**src/rtl/pwm3_pkg.sv**
```systemverilog
package pwm3_pkg;
  localparam int unsigned CTRL_PSC_LSB = 0;
  localparam int unsigned CTRL_POL_P   = 2;
  localparam int unsigned CTRL_POL_N   = 3;
  localparam int unsigned CTRL_TGL_EN  = 4;

  typedef struct packed {
    logic       tgl_en;
    logic       pol_n;
    logic       pol_p;
    logic [1:0] psc_sel;
  } pwm_cfg_t;

  localparam pwm_cfg_t CFG_RESET = '{tgl_en: 1'b0, pol_n: 1'b1, pol_p: 1'b1, psc_sel: 2'd0};
endpackage

```
**src/rtl/pwm3_regs.sv**
```systemverilog
module pwm3_regs
  import pwm3_pkg::*;
#(
  parameter int unsigned CNT_W  = 16,
  parameter int unsigned N_PH   = 3,
  parameter int unsigned ADDR_W = 3,
  parameter int unsigned OE_W   = 2 * N_PH + 1
) (
  input  logic                       clk_i,
  input  logic                       rst_ni,
  input  logic                       lock_i,
  input  logic                       wr_en_i,
  input  logic [ADDR_W-1:0]          wr_addr_i,
  input  logic [CNT_W-1:0]           wr_data_i,
  input  logic [ADDR_W-1:0]          rd_addr_i,
  output logic [CNT_W-1:0]           rd_data_o,
  output logic [CNT_W-1:0]           period_o,
  output logic [N_PH-1:0][CNT_W-1:0] cmp_o,
  output pwm_cfg_t                   cfg_o,
  output logic [OE_W-1:0]            oe_o
);
  localparam logic [ADDR_W-1:0] A_PERIOD = '0;
  localparam logic [ADDR_W-1:0] A_CTRL   = ADDR_W'(N_PH + 1);
  localparam logic [ADDR_W-1:0] A_OE     = ADDR_W'(N_PH + 2);

  logic wr_ok;
  assign wr_ok = wr_en_i && !lock_i;

  always_ff @(posedge clk_i or negedge rst_ni) begin
    if (!rst_ni) begin
      period_o <= '0;
      cfg_o    <= CFG_RESET;
      oe_o     <= '0;
    end else if (wr_ok) begin
      if (wr_addr_i == A_PERIOD) period_o <= wr_data_i;
      if (wr_addr_i == A_CTRL) begin
        cfg_o.psc_sel <= wr_data_i[CTRL_PSC_LSB +: 2];
        cfg_o.pol_p   <= wr_data_i[CTRL_POL_P];
        cfg_o.pol_n   <= wr_data_i[CTRL_POL_N];
        cfg_o.tgl_en  <= wr_data_i[CTRL_TGL_EN];
      end
      if (wr_addr_i == A_OE) oe_o <= wr_data_i[OE_W-1:0];
    end
  end

  for (genvar i = 0; i < N_PH; i++) begin : g_cmp
    always_ff @(posedge clk_i or negedge rst_ni) begin
      if (!rst_ni)                                     cmp_o[i] <= '0;
      else if (wr_ok && wr_addr_i == ADDR_W'(i + 1))   cmp_o[i] <= wr_data_i;
    end
  end

  always_comb begin
    rd_data_o = '0;
    if (rd_addr_i == A_PERIOD) rd_data_o = period_o;
    for (int i = 0; i < N_PH; i++)
      if (rd_addr_i == ADDR_W'(i + 1)) rd_data_o = cmp_o[i];
    if (rd_addr_i == A_CTRL) begin
      rd_data_o[CTRL_PSC_LSB +: 2] = cfg_o.psc_sel;
      rd_data_o[CTRL_POL_P]        = cfg_o.pol_p;
      rd_data_o[CTRL_POL_N]        = cfg_o.pol_n;
      rd_data_o[CTRL_TGL_EN]       = cfg_o.tgl_en;
    end
    if (rd_addr_i == A_OE) rd_data_o[OE_W-1:0] = oe_o;
  end
endmodule

```
**src/rtl/pwm3_timebase.sv**
```systemverilog
module pwm3_timebase #(
  parameter int unsigned CNT_W = 16,
  parameter int unsigned PSC_W = 6
) (
  input  logic             clk_i,
  input  logic             rst_ni,
  input  logic             run_i,
  input  logic [1:0]       psc_sel_i,
  input  logic [CNT_W-1:0] period_i,
  output logic [CNT_W-1:0] cnt_o,
  output logic             tick_o,
  output logic             wrap_o
);
  logic [PSC_W-1:0] psc_q;
  logic [PSC_W-1:0] psc_mask;

  // divide 4**sel: low 2*sel bits all ones marks the tick
  always_comb begin
    psc_mask = '0;
    for (int b = 0; b < PSC_W; b++)
      if (b < 2 * int'(psc_sel_i)) psc_mask[b] = 1'b1;
  end

  assign tick_o = run_i && ((psc_q & psc_mask) == psc_mask);
  assign wrap_o = tick_o && (cnt_o == period_i);

  always_ff @(posedge clk_i or negedge rst_ni) begin
    if (!rst_ni)     psc_q <= '0;
    else if (!run_i) psc_q <= '0;
    else             psc_q <= psc_q + 1'b1;
  end

  always_ff @(posedge clk_i or negedge rst_ni) begin
    if (!rst_ni)     cnt_o <= '0;
    else if (!run_i) cnt_o <= '0;
    else if (wrap_o) cnt_o <= '0;
    else if (tick_o) cnt_o <= cnt_o + 1'b1;
  end
endmodule

```
**src/rtl/pwm3_phase.sv**
```systemverilog
module pwm3_phase #(
  parameter int unsigned CNT_W = 16
) (
  input  logic             clk_i,
  input  logic             rst_ni,
  input  logic             run_i,
  input  logic [CNT_W-1:0] cnt_i,
  input  logic [CNT_W-1:0] cmp_i,
  input  logic [CNT_W-1:0] period_i,
  output logic             act_p_o,
  output logic             act_n_o
);
  logic act_d;
  // compare equal to period keeps the phase on across the wrap
  assign act_d = (cnt_i < cmp_i) || (cmp_i == period_i);

  always_ff @(posedge clk_i or negedge rst_ni) begin
    if (!rst_ni) begin
      act_p_o <= 1'b0;
      act_n_o <= 1'b0;
    end else if (!run_i) begin
      act_p_o <= 1'b0;
      act_n_o <= 1'b0;
    end else begin
      act_p_o <= act_d;
      act_n_o <= !act_d;
    end
  end
endmodule

```
**src/rtl/pwm3_out.sv**
```systemverilog
module pwm3_out #(
  parameter int unsigned N_PH = 3,
  parameter int unsigned OE_W = 2 * N_PH + 1
) (
  input  logic            clk_i,
  input  logic            rst_ni,
  input  logic            wrap_i,
  input  logic            tgl_en_i,
  input  logic            pol_p_i,
  input  logic            pol_n_i,
  input  logic [OE_W-1:0] oe_i,
  input  logic [N_PH-1:0] act_p_i,
  input  logic [N_PH-1:0] act_n_i,
  output logic [N_PH-1:0] pos_o,
  output logic [N_PH-1:0] neg_o,
  output logic            tgl_o,
  output logic            tgl_q_o
);
  always_ff @(posedge clk_i or negedge rst_ni) begin
    if (!rst_ni)                 tgl_q_o <= 1'b0;
    else if (wrap_i && tgl_en_i) tgl_q_o <= !tgl_q_o;
  end

  for (genvar i = 0; i < N_PH; i++) begin : g_drv
    assign pos_o[i] = (act_p_i[i] && oe_i[i])        ? pol_p_i : !pol_p_i;
    assign neg_o[i] = (act_n_i[i] && oe_i[N_PH + i]) ? pol_n_i : !pol_n_i;
  end

  assign tgl_o = oe_i[2 * N_PH] && tgl_q_o;
endmodule

```
**src/rtl/pwm3_top.sv**
```systemverilog
module pwm3_top
  import pwm3_pkg::*;
#(
  parameter int unsigned CNT_W  = 16,
  parameter int unsigned N_PH   = 3,
  parameter int unsigned ADDR_W = 3,
  parameter int unsigned PSC_W  = 6
) (
  input  logic              clk_i,
  input  logic              rst_ni,
  input  logic              run_i,
  input  logic              wr_en_i,
  input  logic [ADDR_W-1:0] wr_addr_i,
  input  logic [CNT_W-1:0]  wr_data_i,
  input  logic [ADDR_W-1:0] rd_addr_i,
  output logic [CNT_W-1:0]  rd_data_o,
  output logic [N_PH-1:0]   pos_o,
  output logic [N_PH-1:0]   neg_o,
  output logic              tgl_o
);
  localparam int unsigned OE_W = 2 * N_PH + 1;

  logic [CNT_W-1:0]           period_w;
  logic [N_PH-1:0][CNT_W-1:0] cmp_w;
  pwm_cfg_t                   cfg_w;
  logic [OE_W-1:0]            oe_w;
  logic [CNT_W-1:0]           cnt_w;
  logic                       tick_w;
  logic                       wrap_w;
  logic [N_PH-1:0]            act_p_w;
  logic [N_PH-1:0]            act_n_w;
  logic                       tgl_q_w;

  pwm3_regs #(.CNT_W(CNT_W), .N_PH(N_PH), .ADDR_W(ADDR_W), .OE_W(OE_W)) u_regs (
    .clk_i     (clk_i),
    .rst_ni    (rst_ni),
    .lock_i    (run_i),
    .wr_en_i   (wr_en_i),
    .wr_addr_i (wr_addr_i),
    .wr_data_i (wr_data_i),
    .rd_addr_i (rd_addr_i),
    .rd_data_o (rd_data_o),
    .period_o  (period_w),
    .cmp_o     (cmp_w),
    .cfg_o     (cfg_w),
    .oe_o      (oe_w)
  );

  pwm3_timebase #(.CNT_W(CNT_W), .PSC_W(PSC_W)) u_tb (
    .clk_i     (clk_i),
    .rst_ni    (rst_ni),
    .run_i     (run_i),
    .psc_sel_i (cfg_w.psc_sel),
    .period_i  (period_w),
    .cnt_o     (cnt_w),
    .tick_o    (tick_w),
    .wrap_o    (wrap_w)
  );

  for (genvar i = 0; i < N_PH; i++) begin : g_ph
    pwm3_phase #(.CNT_W(CNT_W)) u_ph (
      .clk_i    (clk_i),
      .rst_ni   (rst_ni),
      .run_i    (run_i),
      .cnt_i    (cnt_w),
      .cmp_i    (cmp_w[i]),
      .period_i (period_w),
      .act_p_o  (act_p_w[i]),
      .act_n_o  (act_n_w[i])
    );
  end

  pwm3_out #(.N_PH(N_PH), .OE_W(OE_W)) u_out (
    .clk_i    (clk_i),
    .rst_ni   (rst_ni),
    .wrap_i   (wrap_w),
    .tgl_en_i (cfg_w.tgl_en),
    .pol_p_i  (cfg_w.pol_p),
    .pol_n_i  (cfg_w.pol_n),
    .oe_i     (oe_w),
    .act_p_i  (act_p_w),
    .act_n_i  (act_n_w),
    .pos_o    (pos_o),
    .neg_o    (neg_o),
    .tgl_o    (tgl_o),
    .tgl_q_o  (tgl_q_w)
  );
endmodule

```
**config.mk**
```make
export PLATFORM = sky130hd
export DESIGN_NAME = pwm3_top
export DESIGN_NICKNAME = d
export VERILOG_FILES = /design/src/rtl/pwm3_pkg.sv /design/src/rtl/pwm3_regs.sv /design/src/rtl/pwm3_timebase.sv /design/src/rtl/pwm3_phase.sv /design/src/rtl/pwm3_out.sv /design/src/rtl/pwm3_top.sv
export SDC_FILE = /design/constraint.sdc
export NUM_CORES = 1
export LEC_CHECK = 0
export ABC_AREA = 0
export BUFFER_PORTS_ARGS = -buffer_cell sky130_fd_sc_hd__clkbuf_2
export CAP_MARGIN = 0
export CORE_ASPECT_RATIO = 1.2
export CORE_MARGIN = 5
export CORE_UTILIZATION = 46
export DETAILED_ROUTE_END_ITERATION = 16
export PLACE_DENSITY = 0.72
export SYNTH_ARGS = -nofsm -noshare
export SYNTH_HDL_FRONTEND = slang
export SYNTH_SLANG_ARGS = --single-unit
```
**constraint.sdc**
```tcl
create_clock -name clk_i -period 2.2 [get_ports clk_i]
set_clock_uncertainty 0.1 [all_clocks]
set_input_delay 0 -clock clk_i [delete_from_list [all_inputs] [get_ports clk_i]]
set_output_delay 0 -clock clk_i [all_outputs]
set_load 0.03 [all_outputs]
```
==> Yosys cells after proc, flatten, opt, wreduce, memory -nomap -nowiden <==
Index checks and enable logic that the tools add are counted.
{ "totals": {"regBits": 105, "in_bits": 26, "output_inout_bits": 23, "elab_cells": 103} }
{ "op_classes": {"n_addsub": 2, "order_cmp": 9, "eq_ne": 16, "n_mux": 28, "bitwise_logic": 1, "reduce_logical": 29} }
{ "ops": {"columns": ["operator", "count"], "rows": [
  ["16-bit two-way mux", 7],
  ["16-bit == test", 4],
  ["16-bit less-than comparator", 3],
  ["1-bit two-way mux", 18],
  ["16-bit by 1-bit adder with 16-bit output (second input constant)", 1],
  ["1-bit logical AND", 14],
  ["3-bit by 2-bit == test with 1-bit output (second input constant)", 4],
  ["3-bit == test (second input constant)", 4],
  ["1-bit logical NOT", 7],
  ["7-bit two-way mux", 1],
  ["6-bit by 1-bit adder with 6-bit output (second input constant)", 1],
  ["6-bit bitwise AND", 1],
  ["3-bit by 1-bit == test with 1-bit output (second input constant)", 2],
  ["6-bit == test", 1],
  ["3-bit logical NOT", 2],
  ["1-bit by 3-bit less-than comparator with 1-bit output (first input constant)", 2],
  ["2-bit by 3-bit less-than comparator with 1-bit output (first input constant)", 2],
  ["3-bit less-than comparator (first input constant)", 2],
  ["6-bit two-way mux", 1],
  ["2-bit AND reduction", 3],
  ["5-bit two-way mux", 1],
  ["1-bit logical OR", 3],
  ["3-bit by 1-bit inequality test with 1-bit output (second input constant)", 1]
]} }

==> Longest topological paths before layout <==
Gate-level depths: netlist of run 1.
{ "logic_depth": {"ltp_word": 8, "mapped_depth": 7, "mapped_depth_nobuf": 7} }

==> Modules after synthesis <==
From an unflattened synthesis of run 1, not the netlist that was laid out.
{ "hier_totals": {"cells_unflattened": 633, "area_unflattened_um2": 7021.7} }
{ "modules_own_cells": {"columns": ["mod", "instances", "cells_per_inst", "area_per_inst_um2", "seq_area_each_um2"], "rows": [
  ["pwm3_regs", 1, 234, 3543.4, 1904.3],
  ["pwm3_phase", 3, 78, 629.4, 50.0],
  ["pwm3_timebase", 1, 149, 1471.4, 550.5],
  ["pwm3_out", 1, 16, 118.9, 25.0]
]} }

==> Worst setup path after synthesis of run 1 <==
Ideal clock, no wire load.
{ "synth_path": {"path_kind": "reg-to-reg", "start": "register u_tb.cnt_o[2]", "end": "register u_tb.cnt_o[15]", "setup_ns": 0.124, "arrival_ns": 1.616, "t_required_ns": 1.976, "setup_slack_ns": 0.360, "stages_incl_launch_ff": 7, "n_path_buf": 1, "period_less_slack_ns": 1.840, "path_cell_list": "dfrtp_1 -> buf_4 -> nand3_1 -> or4_1 -> and2_0 -> o211ai_1 -> nand2_1"} }
{ "synth_via": {"elab_chain_len": 4, "word_cells_on_any_way": 7, "cone_classes": "1 x add/sub; 2 x eq/ne; 3 x mux; 1 x reduce/logical"} }
{ "synth_rtl": {"columns": ["item", "line", "text"], "rows": [
  ["start: declaration", "pwm3_timebase.sv:10", "output logic [CNT_W-1:0] cnt_o,"],
  ["start signal: assignment", "pwm3_timebase.sv:37", "else if (tick_o) cnt_o <= cnt_o + 1'b1;"],
  ["16-bit by 1-bit adder with 16-bit output / 16-bit == test (equally long branches)", "pwm3_timebase.sv:37, pwm3_timebase.sv:25", null],
  ["16-bit two-way mux / 1-bit logical AND (equally long branches)", "pwm3_timebase.sv:37, pwm3_timebase.sv:25", null],
  ["16-bit two-way mux", "pwm3_timebase.sv:36", "else if (wrap_o) cnt_o <= '0;"],
  ["16-bit two-way mux", "pwm3_timebase.sv:35", "else if (!run_i) cnt_o <= '0;"]
]} }
Parallel ways exist; a longest one is shown, timed or not. The select of a mux whose other input is x is not followed.
A chain may end at the register's enable or synchronous reset.

==> Final worst setup path of run 1 <==
{ "layout_path": {"start": "register u_tb.cnt_o[9]", "end": "register g_ph[2].u_ph.act_n_o"} }
{ "layout_via": {"elab_chain_len": 4} }
{ "layout_rtl": {"columns": ["item", "line", "text"], "rows": [
  ["16-bit less-than comparator", "pwm3_phase.sv:15", "assign act_d = (cnt_i < cmp_i) || (cmp_i == period_i);"],
  ["1-bit logical OR", "pwm3_phase.sv:15", null],
  ["1-bit logical NOT", "pwm3_phase.sv:26", "act_n_o <= !act_d;"],
  ["1-bit two-way mux", "pwm3_phase.sv:21", "end else if (!run_i) begin"],
  ["end signal: assignment", "pwm3_phase.sv:26", null],
  ["end: declaration", "pwm3_phase.sv:11", "output logic act_n_o"]
]} }
No other way between the ends.

==> results of run 1 <==
[through the flow]
stage,hold WS (ns),utilization
floorplan,-0.396,-
detailed placement,-0.178,0.502
global placement,-0.177,0.502
finish,0.0140,0.534
CTS,0.0150,0.534
global route,0.0451,0.534
[area by class of cell]
class,count,area (µm²),area share
clock buffers,12,256,0.0324
clock inverters,4,27.5,0.00347
inverters,55,206,0.0260
multi-input cells,485,3860,0.487
flip-flops and latches,105,2630,0.332
well taps,204,255,0.0322
repair buffers,100,693,0.0875
[critical path: cells and delay by family, from the launching register on]
family,cells,cell delay [ns]
AO/OA/AOI/OAI,2,0.67
adder cells (fa/ha/maj),1,0.31
buffers and inverters,1,0.20
flip-flops,1,0.42
AND/OR/NAND/NOR,2,0.33
[per-layer routing]
| layer | up-vias | wire length, µm | share of wire | GRT usage |
|---|---|---|---|---|
| li1 | 2552 | - | - | - |
| met4 | 0 | 406 | 0.022 | 0.0950 |
| met3 | 19 | 577 | 0.032 | 0.0197 |
| met5 | - | 0 | 0 | 0 |
| met1 | 2530 | 8080 | 0.44 | 0.284 |
| met2 | 94 | 9100 | 0.50 | 0.374 |
[power by group]
group	internal (W)	total (W)	switching, W
clock network	0.000827	0.00155	0.000719
registers	0.00229	0.00274	0.000455
logic	0.00104	0.00221	0.00117
[state kept, by name, summed over array words and instances (netlist names)]
register and flops:
u_regs.cmp_o 48, u_regs.period_o 16, u_tb.cnt_o 16, u_regs.oe_o 7
u_tb.psc_q 6, u_regs.cfg_o 5, g_ph.u_ph.act_n_o 3, g_ph.u_ph.act_p_o 3
u_out.tgl_q_o 1
[layout by cell type, fill, tap and decap left out, drive strengths merged, types with 3 or more instances in the layout]
cell type | synthesis | final
xor2 | 24 | 24
a21oi | 19 | 19
xnor2 | 51 | 51
buf | 11 | 34
o22a | 4 | 4
o21ai | 30 | 30
nand3b | 3 | 3
o21a | 4 | 4
nor2b | 18 | 18
dfrtp | 103 | 103
o221ai | 5 | 5
ha | 47 | 47
dlygate4sd3 | 0 | 19
nor4 | 10 | 10
mux2 | 60 | 60
a31oi | 8 | 8
nand3 | 20 | 20
nor3 | 5 | 5
clkinvlp | 0 | 3
clkbuf | 31 | 59
nand2 | 59 | 59
nor3b | 3 | 3
a21o | 3 | 3
and2 | 11 | 11
mux2i | 13 | 13
nor2 | 18 | 18
nand2b | 4 | 4
nand4 | 27 | 27
mux4 | 10 | 10
o211ai | 7 | 7
inv | 55 | 55
[repair_timing]
| action | in CTS | in global routing |
|---|---|---|
| hold buffers | 19 | 0 |
| endpoints found under the hold margin | 179 | 0 |
| setup endpoints to repair | 0 | 2 |
| resized for setup | 0 | 1 |
[cell families after synthesis]
logic type | count (synthesis) | synth area share
simple gates | 184 | 0.139
flops | 105 | 0.383
buf+inv | 97 | 0.0556
compound gates | 96 | 0.0899
mux | 83 | 0.150
xor+xnor | 75 | 0.0958
fa+ha+maj | 47 | 0.0857
[path summary, 6_finish.rpt]
check                              start                    to  slack (ns)  cells past startpoint
max                        u_tb.cnt_o[9]  g_ph[2].u_ph.act_n_o        0.11                      6
min                                run_i  g_ph[1].u_ph.act_p_o        0.01                      2
max reg2reg                u_tb.cnt_o[9]  g_ph[2].u_ph.act_n_o        0.11                      6
min reg2reg                u_tb.psc_q[0]         u_tb.psc_q[0]        0.42                      1
max in group asynchronous         rst_ni      u_regs.cmp_o[31]        0.55                      3
min in group asynchronous         rst_ni    u_regs.period_o[8]        0.11                      3
==> out/metrics.cfg, run 1 <==
[timing]
drv_slew = 0
worst_slack_ns = 0.112
max_freq_mhz = 479
finalHoldViolCount = 0
slew_headroom = 0.346
setup_viol = 0
post-route-period-util = 0.949
setup_tns_ns = 0
rsz0062_at_grt = no
worst_pin_slew_ns = 0.978
fin_crit_ns = 2.09

[placement]
port_buffers = 48
dp_cells = 930
dpl.hpwl_um = 13800
place_ws_ns = 0.0590
placed_cell_area_um2 = 7450
place_congestion = 0.973

[floorplan]
initial_core_util = 0.462
die_w_um = 121
core-area_um2 = 14800
dieHeight_um = 144
fp-row-count = 49
io_pins = 49
die-area_um2 = 17500

[power_and_ir_drop]
totalPowerFinal_w = 0.00650
leakagePower_nw = 3.60
p_per_area_nw_per_um2 = 820
ir_drop_mv = 0.396

[synth]
synth_cell_types = 53
ys_async_sr_fraction = 1.00
synth.top_cell.area_share = 0.376
avgSynthCellArea_um2 = 9.99
syn-num-nets = 760
ys.flop_type = dfrtp_1
ys_seq_elements = 105
synth_area_leaders = dfrtp_1 (38%), mux2_2 (9.8%), ha_1 (8.6%), xnor2_1 (6.5%), mux4_2 (3.3%)
yosys.cell_count.top_type = dfrtp_1
ys_warn_count = 0
synth_edf_count = 0
yosysSeqAreaShare = 0.383
synth_area_um2 = 6860
yosysTopAreaCell = dfrtp_1
synth_common_cells = dfrtp_1 (103), mux2_2 (60), nand2_1 (59)
syn-instance-count = 687

[clock_tree]
cts_num_sinks = 105
cts_tree = done
clock_path_buffers = 2
path_clk_slew_ns = 0.07
cts.htree.levels = 3
postCtsSetupBuffers = 0
clk_latency_ns = 0.37
numCtsBuffers = 9
clockRootBuffer = clkbuf_16

[global_route]
grt_start_max_net_pins = 59
antenna_found_initial = 0
grt_overflow = 0
grtUsageTotal = 0.219
grt_pass1_wl_um = 29100
grt_pass1_vias = 5353

[route]
drt_iter0_drc = 325
dr_total_vias = 5195
firstDrtPassIters = 4
drtAntennaViolNets = 0
wl_per_cell_um = 18.8
remaining_drc_errors = 0
via_per_inst = 5.38
wirelength_um = 18200

[critical_path]
critPathSlowestCell = dfrtp_1
arrival_ns = 2.29
crit_path_start_kind = flip-flop
crit_fanout = 10
slowest_delay_ns = 0.42
crit_chain = buf_4, ha_1, nand4_1, a2111o_1, a31oi_2, and2_1
crit_required_ns = 2.40
path_class = reg2reg
crit_path_end_kind = flip-flop

[layout]
final_layout_size_suffix_gt1_frac = 0.227
syn2layout_area_growth_pct = 15.5
final_cell_area_um2 = 7930
nets = 829
antennaDiodeCount = 0
final-instance-count-excl-fill = 965
fill_cells = 1366

[worst_hold_path]
hold_class = in2reg

[flow_run]
drv_cap = 0

[outcome]
status = finished clean

Power figures use the tool's default switching activity.
==> run 2: changes to the inputs <==
--- a/config.mk
+++ b/config.mk
@@ -10,9 +10,9 @@
 export CAP_MARGIN = 0
 export CORE_ASPECT_RATIO = 1.2
 export CORE_MARGIN = 5
-export CORE_UTILIZATION = 46
+export CORE_UTILIZATION = 50
 export DETAILED_ROUTE_END_ITERATION = 16
-export PLACE_DENSITY = 0.72
+export PLACE_DENSITY = 0.76
 export SYNTH_ARGS = -nofsm -noshare
 export SYNTH_HDL_FRONTEND = slang
 export SYNTH_SLANG_ARGS = --single-unit
==> out/metrics.cfg, run 2 (synthesis gave the netlist of run 1 again) <==
[outcome]
status = finished clean

[layout]
mostFrequentLayoutCells = dfrtp_1 (103), mux2_2 (60), nand2_1 (59), inv_1 (55), xnor2_1 (51)
final_cell_area_um2 = 7930
antennaDiodeCount = 0
nets = 833
largest_reg_flops = 48
final_util = 0.581
top_regs = u_regs.cmp_o (48), u_regs.period_o (16), u_tb.cnt_o (16)
syn2layout_area_growth_pct = 15.5
final_layout_size_suffix_gt1_frac = 0.234
final-instance-count-excl-fill = 936
layout_commonest_cell = dfrtp_1
fill_cells = 1167
regMostFlops = u_regs.cmp_o

[floorplan]
core-area_um2 = 13600
initial_core_util = 0.503
dieHeight_um = 138
die_w_um = 117
fp-row-count = 47
die-area_um2 = 16200
io_pins = 49

[critical_path]
crit_path_end_kind = flip-flop
crit_path_start_kind = flip-flop
path_class = reg2reg
critical_path_buf_inv_count = 2
rr_startpoint = u_tb.cnt_o[5]
cp_common_cell = buf_4
r2r-end = g_ph[0].u_ph.act_n_o
ff2ff_path_depth = 8
crit_family = compound AO/OA/AOI/OAI gates
critPathSlowestCell = dfrtp_1
crit_fanout = 8
r2r_setup_slack_ns = 0.1
arrival_ns = 2.26
crit_chain = buf_4, ha_1, a21oi_1, o21ai_0, a221oi_1, a31oi_1, buf_4, and2_1
crit_required_ns = 2.36
slowest_delay_ns = 0.42

[global_route]
grt_overflow = 0
antenna_found_initial = 0
grt_pass1_wl_um = 30900
grt_start_max_net_pins = 42
grtUsageTotal = 0.251
grt_pass1_vias = 5671

[timing]
fin_crit_ns = 2.10
hold-worst-slack_ns = 0.0432
post-route-period-util = 0.955
drv_slew = 0
rsz0062_at_grt = no
setup_viol = 0
setup_tns_ns = 0
finalHoldViolCount = 0
worst_pin_slew_ns = 0.701
slew_headroom = 0.530
max_freq_mhz = 476

[power_and_ir_drop]
p_per_area_nw_per_um2 = 829
ir_drop_mv = 0.515
leakagePower_nw = 3.63

[worst_hold_path]
whs_endpoint = u_regs.cmp_o[16]
hold_depth = 4
holdCritStartpoint = wr_addr_i[1]
hold_class = in2reg

[route]
drt_iter0_drc = 419
firstDrtPassIters = 6
wirelength_um = 19200
wl_per_cell_um = 20.5
via_per_inst = 5.80
remaining_drc_errors = 0
dr_total_vias = 5433
drtAntennaViolNets = 0

[clock_tree]
clock_path_buffers = 2
clk_latency_ns = 0.36
path_clk_slew_ns = 0.08
cts_tree = done
clockRootBuffer = clkbuf_16
cts_num_sinks = 105
cts.htree.levels = 3
numCtsBuffers = 9

[placement]
placed_cell_area_um2 = 7450
dp_cells = 901
dpl.hpwl_um = 14800
place_congestion = 0.969
port_buffers = 48

[flow_run]
drv_cap = 0

run 2: worst register-to-register path, delay by kind of cell (launching register included):
kind                       cells  cell delay (ns)
buffers and inverters          2             0.36
and+or+nand+nor                1             0.15
DFF                            1             0.42
AOI/OAI and AO/OA              4             0.66
adders and majority gates      1             0.30
run 2: repair_timing:
| item | in CTS | in global routing |
|---|---|---|
| pin swaps | 1 | 0 |
| setup buffers | 1 | 0 |
| resized for setup | 1 | 1 |
| endpoints found under the setup margin | 2 | 1 |
| endpoints found under the hold margin | 180 | 0 |
| cloned | 0 | 0 |
| hold buffers | 18 | 0 |
run 2: layout make-up:
cell class | count | area [µm²] | area share
clock buffers | 9 | 225 | 0.0284
clock inverters | 7 | 60.1 | 0.00758
inverters | 55 | 206 | 0.0260
multi-input cells | 485 | 3860 | 0.487
flip-flops and latches | 105 | 2630 | 0.332
well taps | 171 | 214 | 0.0270
repair buffers | 104 | 733 | 0.0925
run 2: worst max-delay path by stage:
stage,from,cells past startpoint,slack (ns),to
floorplan,u_tb.cnt_o[2],6,0.36,u_tb.cnt_o[15]
global placement,u_tb.cnt_o[14],6,-0.14,g_ph[0].u_ph.act_n_o
detailed placement,u_tb.cnt_o[14],6,-0.14,g_ph[0].u_ph.act_n_o
finish,u_tb.cnt_o[5],8,0.1,g_ph[0].u_ph.act_n_o
CTS,u_tb.cnt_o[5],8,0.07,g_ph[0].u_ph.act_n_o
global route,u_tb.cnt_o[15],5,0.001,g_ph[1].u_ph.act_n_o
run 2: per-stage QoR:
step / setup slack (ns) / power, W
finish: 0.0998 / 0.00657
global route: 0.00137 / 0.00695
CTS: 0.0680 / 0.00660
detailed placement: -0.136 / 0.00497
global placement: -0.144 / 0.00491
floorplan: 0.360 / 0.00420
run 2: power by group:
part	internal [W]	switching, W
combinational	0.00105	0.00120
clock	0.000788	0.000795
sequential	0.00228	0.000453
total	0.00412	0.00245
run 2: per-layer routing:
| layer | track usage | share of wire |
|---|---|---|
| met5 | 0 | 0 |
| met4 | 0.0978 | 0.030 |
| met3 | 0.0367 | 0.041 |
| met2 | 0.412 | 0.50 |
| met1 | 0.330 | 0.43 |
==> run 3: changes to the inputs <==
--- a/config.mk
+++ b/config.mk
@@ -10,9 +10,9 @@
 export CAP_MARGIN = 0
 export CORE_ASPECT_RATIO = 1.2
 export CORE_MARGIN = 5
-export CORE_UTILIZATION = 50
+export CORE_UTILIZATION = 40
 export DETAILED_ROUTE_END_ITERATION = 16
-export PLACE_DENSITY = 0.76
+export PLACE_DENSITY = 0.65
 export SYNTH_ARGS = -nofsm -noshare
 export SYNTH_HDL_FRONTEND = slang
 export SYNTH_SLANG_ARGS = --single-unit
==> out/metrics.cfg, run 3 (synthesis gave the netlist of run 1 again) <==
[critical_path]
arrival_ns = 2.25
crit_required_ns = 2.33
crit_path_start_kind = flip-flop
crit_family = simple AND/OR/NAND/NOR gates
critPathSlowestCell = dfrtp_1
crit_chain = nand4_2, or4_1, and2_0, o211ai_1, nand2_1
slowest_delay_ns = 0.58
crit_fanout = 9
critical_path_buf_inv_count = 0
crit_path_end_kind = flip-flop
path_class = reg2reg

[route]
wirelength_um = 19000
drtAntennaViolNets = 0
drt_iter0_drc = 395
remaining_drc_errors = 0
wl_per_cell_um = 19.3
dr_total_vias = 5393
firstDrtPassIters = 5
via_per_inst = 5.49

[global_route]
grtUsageTotal = 0.197
antenna_found_initial = 0
grt_pass1_wl_um = 30300
grt_pass1_vias = 5418
grt_overflow = 0
grt_start_max_net_pins = 51

[timing]
finalHoldViolCount = 0
fin_crit_ns = 2.12
drv_slew = 0
worst_slack_ns = 0.0834
hold-worst-slack_ns = 0.0457
rsz0062_at_grt = no
max_freq_mhz = 472
setup_viol = 0
slew_headroom = 0.566
post-route-period-util = 0.962
worst_pin_slew_ns = 0.649
setup_tns_ns = 0

[floorplan]
die-area_um2 = 19900
initial_core_util = 0.407
io_pins = 49
fp-row-count = 52
core-area_um2 = 16900
die_w_um = 130
dieHeight_um = 153

[layout]
top_regs = u_regs.cmp_o (48), u_regs.period_o (16), u_tb.cnt_o (16)
layout_commonest_cell = dfrtp_1
fill_cells = 1596
nets = 835
regMostFlops = u_regs.cmp_o
final-instance-count-excl-fill = 983
syn2layout_area_growth_pct = 17.0
antennaDiodeCount = 0
mostFrequentLayoutCells = dfrtp_1 (103), mux2_2 (60), nand2_1 (59), inv_1 (55), xnor2_1 (51)
largest_reg_flops = 48
final_layout_size_suffix_gt1_frac = 0.232

[clock_tree]
cts.htree.levels = 3
cts_tree = done
numCtsBuffers = 9
path_clk_slew_ns = 0.07
clock_path_buffers = 2
postCtsSetupBuffers = 0
cts_num_sinks = 105
clk_latency_ns = 0.35
clockRootBuffer = clkbuf_16

[power_and_ir_drop]
swShare = 0.355
switchingPower_w = 0.00234
p_per_area_nw_per_um2 = 820
seqPwrFrac = 0.418
totalPowerFinal_w = 0.00658
ir_drop_mv = 0.405
leakagePower_nw = 3.66
pwr-share-clk = 0.244
comb_power_share = 0.338
internal_power_w = 0.00424

[placement]
port_buffers = 48
place_congestion = 0.942
place_ws_ns = 0.0678
dp_cells = 948
dpl.hpwl_um = 14500

[flow_run]
drv_cap = 0

[outcome]
status = finished clean

[worst_hold_path]
hold_class = in2reg

run 3: cell type report:
cell class                      count  area (µm²)  share of cell area
Clock buffer                       13         250              0.0312
Sequential cell                   105        2630               0.328
Multi-Input combinational cell    485        3860               0.481
Tap cell                          216         270              0.0337
Inverter                           55         206              0.0257
Clock inverter                      3        40.0             0.00499
Timing Repair Buffer              106         767              0.0956
run 3: per-stage QoR:
| stage | utilization | area [µm²] |
|---|---|---|
| 6_report | 0.476 | 8030 |
| 5_1_grt | 0.476 | 8030 |
| 4_1_cts | 0.475 | 8010 |
| 3_5_place_dp | 0.447 | 7530 |
| 3_3_place_gp | 0.447 | 7530 |
| 2_1_floorplan | - | 6860 |
run 3: what timing repair did:
item | CTS | global route
hold buffers | 19 | 0
hold endpoints to repair | 164 | 0
endpoints found under the setup margin | 0 | 8
resized for setup | 0 | 3
run 3: tightest hold or removal path, cell delays in order:
cell	delay, ns
clkbuf_2	0.11
nand3_1	0.08
nor2_2	0.06
mux2_2	0.21
run 3: power groups by stage:
stage | Clock [W] | Combinational [W] | Sequential, W
after floorplan | 0 | 0.00165 | 0.00255
after global placement | 0 | 0.00216 | 0.00277
after detailed placement | 0 | 0.00217 | 0.00278
after CTS | 0.00165 | 0.00222 | 0.00275
after global routing | 0.00172 | 0.00243 | 0.00280
final | 0.00161 | 0.00222 | 0.00275
run 3: layer usage:
layer  vias to the layer above  track usage  part of all wire
met2                       157        0.313              0.47
li1                       2558            -                 -
met1                      2640        0.268              0.44
met3                        38       0.0321             0.054
met5                         -            0                 0
met4                         0       0.0782             0.029
run 3: worst paths after layout:
check                                   start                  to  slack, ns  cells past startpoint
min in group asynchronous              rst_ni       u_tb.psc_q[3]       0.06                      2
max in group asynchronous              rst_ni  u_regs.period_o[9]       1.23                      3
worst min-delay path             wr_addr_i[1]    u_regs.cmp_o[16]       0.05                      4
worst min register to register  u_out.tgl_q_o       u_out.tgl_q_o       0.36                      1
worst max register to register  u_tb.cnt_o[5]      u_tb.cnt_o[15]       0.08                      5
worst max-delay path            u_tb.cnt_o[5]      u_tb.cnt_o[15]       0.08                      5
